==> src/rtl/bcd_pkg.sv <==
package bcd_pkg;

    // configuration word geometry
    localparam int CFG_W       = 16;
    localparam int MA_W        = 5;                 // system profile, first main factor
    localparam int MB_W        = 3;                 // system profile, second main factor
    localparam int PMAIN_W     = 5;                 // peripheral-domain main divider
    localparam int FAST_CODE_W = 2;
    localparam int PER_FLD_W   = 3;

    localparam int MB_LO    = 0;
    localparam int MA_LO    = MB_LO + MB_W;
    localparam int PMAIN_LO = 0;
    localparam int FAST_LO  = 8;
    localparam int PER_LO   = 12;

    // terminal-count widths of the three dividers
    localparam int MAIN_TC_W = MA_W + MB_W;
    localparam int FAST_TC_W = 2;
    localparam int PER_TC_W  = 3;

    typedef enum logic {
        PROF_SYS  = 1'b0,
        PROF_PERI = 1'b1
    } profile_e;

    typedef struct packed {
        logic [MAIN_TC_W-1:0] main_tc;
        logic [FAST_TC_W-1:0] fast_tc;
        logic [PER_TC_W-1:0]  per_tc;
    } ratio_cfg_t;

    // reset: source/2 main, main/2 high-speed, main/4 peripheral
    localparam ratio_cfg_t CFG_RESET = '{
        main_tc: MAIN_TC_W'(1),
        fast_tc: FAST_TC_W'(1),
        per_tc:  PER_TC_W'(3)
    };

    // 2^e - 1 for a power-of-two ratio exponent
    function automatic logic [PER_TC_W-1:0] pow2_minus1(input logic [1:0] e);
        logic [PER_TC_W-1:0] r;
        case (e)
            2'd0:    r = PER_TC_W'(0);
            2'd1:    r = PER_TC_W'(1);
            2'd2:    r = PER_TC_W'(3);
            default: r = PER_TC_W'(7);
        endcase
        return r;
    endfunction

endpackage

==> src/rtl/bcd_cfg_decode.sv <==
module bcd_cfg_decode
    import bcd_pkg::*;
(
    input  logic             profile,
    input  logic [CFG_W-1:0] word,
    output ratio_cfg_t       cfg,
    output logic             legal
);

    logic [MAIN_TC_W:0]       fa;
    logic [MAIN_TC_W:0]       fb;
    logic [MAIN_TC_W:0]       prod;
    logic [FAST_CODE_W-1:0]   fast_code;
    logic [PER_FLD_W-1:0]     per_fld;
    profile_e                 prof;
    logic                     unused_bits;

    assign unused_bits = ^{word[15], word[11:10]};
    assign prof        = profile_e'(profile);
    assign fast_code   = word[FAST_LO +: FAST_CODE_W];
    assign per_fld     = word[PER_LO +: PER_FLD_W];

    always_comb begin
        fa   = (MAIN_TC_W+1)'(word[MA_LO +: MA_W]) + (MAIN_TC_W+1)'(1);
        fb   = (MAIN_TC_W+1)'(word[MB_LO +: MB_W]) + (MAIN_TC_W+1)'(1);
        prod = fa * fb;
        cfg  = CFG_RESET;
        if (prof == PROF_PERI) begin
            legal       = (fast_code != 2'd3) && !per_fld[2];
            cfg.main_tc = MAIN_TC_W'(word[PMAIN_LO +: PMAIN_W]);
            cfg.fast_tc = FAST_TC_W'(pow2_minus1(fast_code));
            cfg.per_tc  = pow2_minus1(per_fld[1:0]);
        end else begin
            legal       = (fast_code != 2'd2);
            cfg.main_tc = MAIN_TC_W'(prod - (MAIN_TC_W+1)'(1));
            cfg.fast_tc = fast_code;          // codes 0,1,3 are already ratio-1
            cfg.per_tc  = per_fld;
        end
    end

endmodule

==> src/rtl/bcd_cfg_hold.sv <==
module bcd_cfg_hold
    import bcd_pkg::*;
(
    input  logic       clk,
    input  logic       rst,
    input  logic       load,
    input  logic       legal,
    input  ratio_cfg_t dec_cfg,
    input  logic       align,
    output ratio_cfg_t act_cfg,
    output logic       err
);

    ratio_cfg_t pend_q;
    logic       pend_vld;

    always_ff @(posedge clk) begin
        if (rst) begin
            act_cfg  <= CFG_RESET;
            pend_q   <= CFG_RESET;
            pend_vld <= 1'b0;
            err      <= 1'b0;
        end else begin
            if (align && pend_vld)
                act_cfg <= pend_q;
            if (load && legal) begin
                pend_q   <= dec_cfg;
                pend_vld <= 1'b1;
            end else if (align) begin
                pend_vld <= 1'b0;
            end
            if (load && !legal)
                err <= 1'b1;
        end
    end

    // the error flag never clears outside reset
    p_err_sticky_r7: assert property (@(posedge clk) disable iff (rst)
        err |=> err);

    // an illegal word leaves the pending set untouched and raises the flag
    p_illegal_ignored_r7: assert property (@(posedge clk) disable iff (rst)
        (load && !legal) |=> ($stable(pend_q) && err));

    // active ratios move only at a joint boundary
    p_active_hold_r9: assert property (@(posedge clk) disable iff (rst)
        !align |=> $stable(act_cfg));

endmodule

==> src/rtl/bcd_ratio_ctr.sv <==
module bcd_ratio_ctr #(
    parameter int CW = 2
) (
    input  logic          clk,
    input  logic          rst,
    input  logic          step,
    input  logic [CW-1:0] tc,
    output logic          hit
);

    logic [CW-1:0] cnt;

    assign hit = step && (cnt == tc);

    always_ff @(posedge clk) begin
        if (rst)
            cnt <= '0;
        else if (step)
            cnt <= (cnt == tc) ? '0 : cnt + CW'(1);
    end

    // the phase never runs past the active terminal count
    p_cnt_within_tc_r10: assert property (@(posedge clk) disable iff (rst)
        cnt <= tc);

endmodule

==> src/rtl/busclk_ratio_tree.sv <==
module busclk_ratio_tree
    import bcd_pkg::*;
(
    input  logic             clk,
    input  logic             rst,
    input  logic             cfg_load,
    input  logic             cfg_profile,
    input  logic [CFG_W-1:0] cfg_word,
    output logic             main_en,
    output logic             fast_en,
    output logic             per_en,
    output logic             cfg_err
);

    ratio_cfg_t dec_cfg;
    ratio_cfg_t act_cfg;
    logic       dec_legal;
    logic       align;

    assign align = fast_en && per_en;

    bcd_cfg_decode u_dec (
        .profile (cfg_profile),
        .word    (cfg_word),
        .cfg     (dec_cfg),
        .legal   (dec_legal)
    );

    bcd_cfg_hold u_hold (
        .clk     (clk),
        .rst     (rst),
        .load    (cfg_load),
        .legal   (dec_legal),
        .dec_cfg (dec_cfg),
        .align   (align),
        .act_cfg (act_cfg),
        .err     (cfg_err)
    );

    // main divider counts source edges
    bcd_ratio_ctr #(.CW(MAIN_TC_W)) u_main (
        .clk  (clk),
        .rst  (rst),
        .step (1'b1),
        .tc   (act_cfg.main_tc),
        .hit  (main_en)
    );

    // slower dividers count main-bus enables
    bcd_ratio_ctr #(.CW(FAST_TC_W)) u_fast (
        .clk  (clk),
        .rst  (rst),
        .step (main_en),
        .tc   (act_cfg.fast_tc),
        .hit  (fast_en)
    );

    bcd_ratio_ctr #(.CW(PER_TC_W)) u_per (
        .clk  (clk),
        .rst  (rst),
        .step (main_en),
        .tc   (act_cfg.per_tc),
        .hit  (per_en)
    );

    // a main pulse is one source cycle wide unless the ratio is 1
    p_pulse_single_r10: assert property (@(posedge clk) disable iff (rst)
        (main_en && !align && (act_cfg.main_tc != '0)) |=> !main_en);

    // peripheral enable lands on a main enable
    p_per_on_main_r8: assert property (@(posedge clk) disable iff (rst)
        per_en |-> main_en);

endmodule

==> config.mk <==
export PLATFORM = sky130hd
export DESIGN_NAME = busclk_ratio_tree
export DESIGN_NICKNAME = d
export VERILOG_FILES = /design/src/rtl/bcd_pkg.sv /design/src/rtl/bcd_cfg_decode.sv /design/src/rtl/bcd_cfg_hold.sv /design/src/rtl/bcd_ratio_ctr.sv /design/src/rtl/busclk_ratio_tree.sv
export SDC_FILE = /design/constraint.sdc
export NUM_CORES = 1
export LEC_CHECK = 0
export BUFFER_PORTS_ARGS = -buffer_cell sky130_fd_sc_hd__buf_2
export CORE_MARGIN = 5
export CORE_UTILIZATION = 60
export CTS_BUF_LIST = sky130_fd_sc_hd__clkbuf_2
export DETAILED_ROUTE_END_ITERATION = 12
export PLACE_DENSITY_LB_ADDON = 0.2
export SYNTH_ARGS = -nofsm -noshare
export SYNTH_HDL_FRONTEND = slang
export SYNTH_HIERARCHICAL = 1
export SYNTH_SLANG_ARGS = --single-unit
==> constraint.sdc <==
create_clock -name clk -period 5.5 [get_ports clk]
set_clock_uncertainty 0.1 [all_clocks]
set_input_delay 0.55 -clock clk [delete_from_list [all_inputs] [get_ports clk]]
set_output_delay 0.55 -clock clk [all_outputs]
set_load 0.01 [all_outputs]
After elaboration in Yosys (flattened, before gate mapping)
Index checks and enable logic that the tools add are counted.

$add $sub $neg: 6. Multipliers: 1. Equal/unequal tests: 9. Mux-type cells: 8. Reductions and logical operators: 13.

Operators with widths (number): 13-bit two-way mux (1); 9-bit by 9-bit multiplier with 8-bit output (1); 3-bit case mux with 3 select lines (1); 8-bit by 1-bit adder with 8-bit output, second input constant (1); 8-bit equality test (1); 8-bit by 1-bit subtractor with 8-bit output, second input constant (1); 1-bit logical AND (7); 5-bit by 1-bit adder with 6-bit output, second input constant (1); 2-bit case mux with 3 select lines (1); 3-bit by 1-bit adder with 4-bit output, second input constant (1); 2-bit by 1-bit equality test with 1-bit output, second input constant (2); 2-bit equality test, second input constant (2); 2-bit zero test (2); 2-bit inequality test, second input constant (2); 3-bit by 1-bit adder with 3-bit output, second input constant (1); 3-bit equality test (1); 1-bit two-way mux (3); 3-bit two-way mux (1); 2-bit by 1-bit adder with 2-bit output, second input constant (1); 2-bit equality test (1); 1-bit zero test (2); 2-bit two-way mux (1); 2-bit nonzero test (1); 2-bit OR reduction (1).

Flip-flop bits (word level): 41. Output and inout port bits: 4. Word-level logic and storage cells: 48.

Logic depth before layout (Yosys ltp)
Depth in word-level cells: 5. Depth in mapped cells: 17. Gate-level depth less buffers: 17.

Cells and area by module
The synthesis kept the hierarchy.

Modules (own cells, without submodules): bcd_cfg_hold (instances 1, cells each 106, area each 1121.1 µm², sequential area each 560.5 µm²); bcd_cfg_decode (instances 1, cells each 126, area each 938.4 µm², sequential area each 0.0 µm²); bcd_ratio_ctr at u_main (instances 1, cells each 48, area each 455.4 µm², sequential area each 160.2 µm²); bcd_ratio_ctr at u_per (instances 1, cells each 24, area each 206.4 µm², sequential area each 60.1 µm²); bcd_ratio_ctr at u_fast (instances 1, cells each 14, area each 122.6 µm², sequential area each 40.0 µm²); busclk_ratio_tree (instances 1, cells each 2, area each 10.0 µm², sequential area each 0.0 µm²).

Worst setup path after synthesis
Ideal clock, no wire load.

Path kind: in2reg. From: input port cfg_word[0]. To: register u_hold/pend_q[12] (netlist bit). Arrival time: 3.703 ns. Data required time: 5.326 ns. Path slack: 1.622 ns. Stages: 15. Buffers on the path: 0. Cell sequence: ha_1 xor2_2 nand2_1 ha_1 fa_1 fa_1 inv_1 ha_1 nor2b_1 o31ai_1 a21oi_1 a21o_1 a21oi_2 nand4b_1 o21ai_0.

RTL lines: start: declaration (RTL line busclk_ratio_tree.sv:8) `input logic [CFG_W-1:0] cfg_word,`; end signal: assignment (RTL line bcd_cfg_hold.sv:27) `pend_q <= dec_cfg;`; end: declaration (RTL line bcd_cfg_hold.sv:14) `ratio_cfg_t pend_q;`.

==> results.py <==
metrics = {
    "die": {
        "die_w_microns": 79.0,
        "die_h_microns": 79.0,
        "die_area_sq_um": 6240,
        "start_util_pct": 61.2,
        "rows": 25,
        "fp.coreArea_sq_um": 4660,
        "io_pins": 24,
    },
    "clock_tree": {
        "cts_root_buf": "clkbuf_2",
        "cts_buffer_depth": 2,
        "postCtsHoldBufs": 0,
        "htreeDepth": 2,
        "clock_sinks": 41,
        "cts_setup_buffers": 0,
        "clock_latency_ns": 0.39,
        "cts_buffers": 5,
        "post_cts_resized": 0,
        "tritoncts": "yes",
        "cts.clk_slew.worst_paths_ns": 0.24,
    },
    "grt": {
        "grt_overflow": 0,
        "antenna_found_initial": 0,
        "grt_pass1_vias": 2226,
        "grt_max_degree": 54,
        "grtUsageTotal_pct": 19.1,
        "grt_pass1_wl_microns": 9690,
    },
    "finish": {
        "most-common-layout-cells": "dfxtp_1 (41), inv_1 (25), nand2b_1 (24)",
        "layout-drive-gt1-share_pct": 13.1,
        "regArea_sq_um": 821,
        "final_common_cell": "dfxtp_1",
        "area_delta_synth_final_pct": 5.74,
        "diodes": 0,
        "nets": 380,
        "multi_input_area_sq_um": 1850,
        "fillCellCount": 420,
    },
    "detailed_routing": {
        "wire_per_inst_microns": 13.9,
        "vias": 2203,
        "dr.pass1.iters": 4,
        "routed_via_density": 5.66,
        "drt_iter0_markers": 80,
        "drc": 0,
        "drt_wl_total_microns": 5410,
        "drtAntennaViolNets": 0,
    },
    "synthesis": {
        "synth-simple-area-share_pct": 26.9,
        "synth.avg_cell_area_sq_um": 8.92,
        "synth_edf_count": 0,
        "synth-xor-area-share_pct": 9.03,
        "ys.flop_type": "dfxtp_1",
        "async_flop_share_pct": 0,
        "synthMuxAreaShare_pct": 3.90,
        "synth_warnings": 6,
        "syn-instance-count": 320,
        "synthAdderAreaFrac_pct": 13.8,
        "syn_area_sq_um": 2850,
        "synth_seq_area_share_pct": 28.8,
        "synth_nets": 366,
        "ys_ff_latch": 41,
        "synth.distinct_cells": 55,
        "synth_top_family_by_area": "simple AND/OR/NAND/NOR gates",
        "synth_compound_area_share_pct": 11.2,
    },
    "worst_setup_path": {
        "crit_fanout": 10,
        "required_ns": 5.75,
        "arrival_ns": 4.23,
        "cp-start-kind": "input port",
        "critPathCaptureType": "flip-flop",
        "critPathKind": "input port to flip-flop",
    },
    "sta": {
        "fmax_ghz": 0.252,
        "hold_violations": 0,
        "finalSetupTns_ns": 0,
        "fin_ws_ns": 1.52,
        "finalSetupViolCount": 0,
        "fin_crit_ns": 3.98,
        "report.final.slew_viol_count": 0,
        "timing.final.crit_share_pct": 72.3,
        "slew_headroom_pct": 49.4,
        "worst_slew_pin_slew_ns": 0.759,
        "rsz0062_at_grt": "false",
    },
    "status": {
        "status": "completed",
    },
    "power": {
        "power_density_nw_per_um2": 258,
        "peakVddDrop_mv": 0.172,
        "leakage_nw": 1.35,
        "power.total_mw": 0.780,
    },
    "placement": {
        "hpwlAfterDp_microns": 4090,
        "place_congestion": 0.825,
        "io_buffers": 20,
        "place_ws_ns": 1.12,
    },
    "worst_hold_path": {
        "hp-class": "input port to flip-flop",
    },
    "flow_run": {
        "maxCapViolations": 0,
    },
}
[routing by layer]
metal | up-vias | global-route usage (%) | share of wire [%]
met4 | 0 | 7.04 | 0.98
met5 | - | 0 | 0
met3 | 4 | 2.61 | 3.0
met1 | 1041 | 24.1 | 48
li1 | 1128 | - | -
met2 | 30 | 32.9 | 48
[cell type report]
cell class / count / area share [%]
Multi-Input combinational cell: 239 / 61.4
Sequential cell: 41 / 27.2
Timing Repair Buffer: 21 / 3.57
Inverter: 26 / 3.23
Tap cell: 54 / 2.24
Clock inverter: 3 / 1.53
Clock buffer: 5 / 0.829
[synth_stat cells, types with 2 or more instances]
cell type / n / area [sq um]
or2b_1: 2 / 15.0
a31oi_1: 3 / 18.8
dfxtp_1: 41 / 821
o31ai_1: 2 / 15.0
nand4b_1: 9 / 78.8
a21o_1: 8 / 60.1
xor2_1: 10 / 87.6
o21ai_0: 13 / 65.1
nand4_1: 4 / 25.0
nor2_1: 8 / 30.0
clkbuf_2: 2 / 10.0
nand2_1: 20 / 75.1
nor3_2: 2 / 20.0
nand2b_1: 24 / 150
xnor2_1: 15 / 131
a211o_1: 9 / 78.8
and3_1: 10 / 62.6
fa_1: 9 / 180
a21oi_1: 7 / 35.0
nor2b_1: 4 / 25.0
mux2i_1: 10 / 100
inv_1: 25 / 93.8
nor3_1: 10 / 50.1
nand3b_1: 3 / 22.5
nand3_1: 10 / 50.1
nor3b_1: 3 / 22.5
buf_6: 3 / 33.8
clkbuf_1: 4 / 15.0
buf_2: 4 / 20.0
ha_1: 17 / 213
and2_1: 5 / 31.3
[worst paths after layout]
kind	start	end	slack, ns	cells past startpoint
hold / removal	cfg_word[9]	u_hold/pend_q[4]$_SDFFE_PP0P_	0.34	3
hold reg to reg	u_hold/err$_SDFFE_PP0P_	u_hold/err$_SDFFE_PP0P_	0.36	2
setup reg to reg	u_main/cnt[1]$_SDFFE_PP0P_	u_hold/act_cfg[3]$_SDFFE_PP1P_	2.79	7
setup / recovery	cfg_word[0]	u_hold/pend_q[12]$_SDFFE_PP0P_	1.52	16
[sequential cells by signal (all words and copies together) (netlist names)]
register / count
u_hold/pend_vld: 1
u_hold/act_cfg: 13
u_hold/pend_q: 13
u_main/cnt: 8
u_hold/err: 1
u_fast/cnt: 2
u_per/cnt: 3
[report_power, final]
| part | internal [mW] | switching (mW) | total, mW | leakage (nW) |
|---|---|---|---|---|
| Sequential | 0.312 | 0.00909 | 0.321 | 0.333 |
| Clock | 0.0775 | 0.102 | 0.179 | 0.0392 |
| Combinational | 0.124 | 0.155 | 0.279 | 0.973 |
| Total | 0.514 | 0.266 | 0.780 | 1.35 |
[logic make-up (layout without fill, tap and decap cells)]
group	Yosys count	count (layout)
adder cells (fa/ha/maj)	26	26
other	1	1
multiplexers	11	11
buffers and inverters	40	55
AO/OA/AOI/OAI	48	48
flip-flops	41	41
AND/OR/NAND/NOR	126	126
XOR/XNOR	27	27
[metrics by stage]
step	instance area (sq um)	cells	util [%]	hold slack [ns]
after floorplan	2850	320	-	0.327
after global placement	2950	381	63.2	0.332
after detailed placement	2950	381	63.2	0.334
after CTS	3020	389	64.8	0.297
after global routing	3020	389	64.8	0.294
final	3020	389	64.8	0.338
[worst max-delay path, cell delays in order]
cell and delay, ns:
buf_2 0.17, ha_1 0.25, xor2_2 0.32, nand2_1 0.10, ha_1 0.30, fa_1 0.51, fa_1 0.54, inv_1 0.05
ha_1 0.33, nor2b_1 0.16, o31ai_1 0.31, a21oi_1 0.14, a21o_1 0.18, a21oi_2 0.13, nand4b_1 0.10, o21ai_0 0.08
No activity file was read; power rests on OpenSTA's default activity.
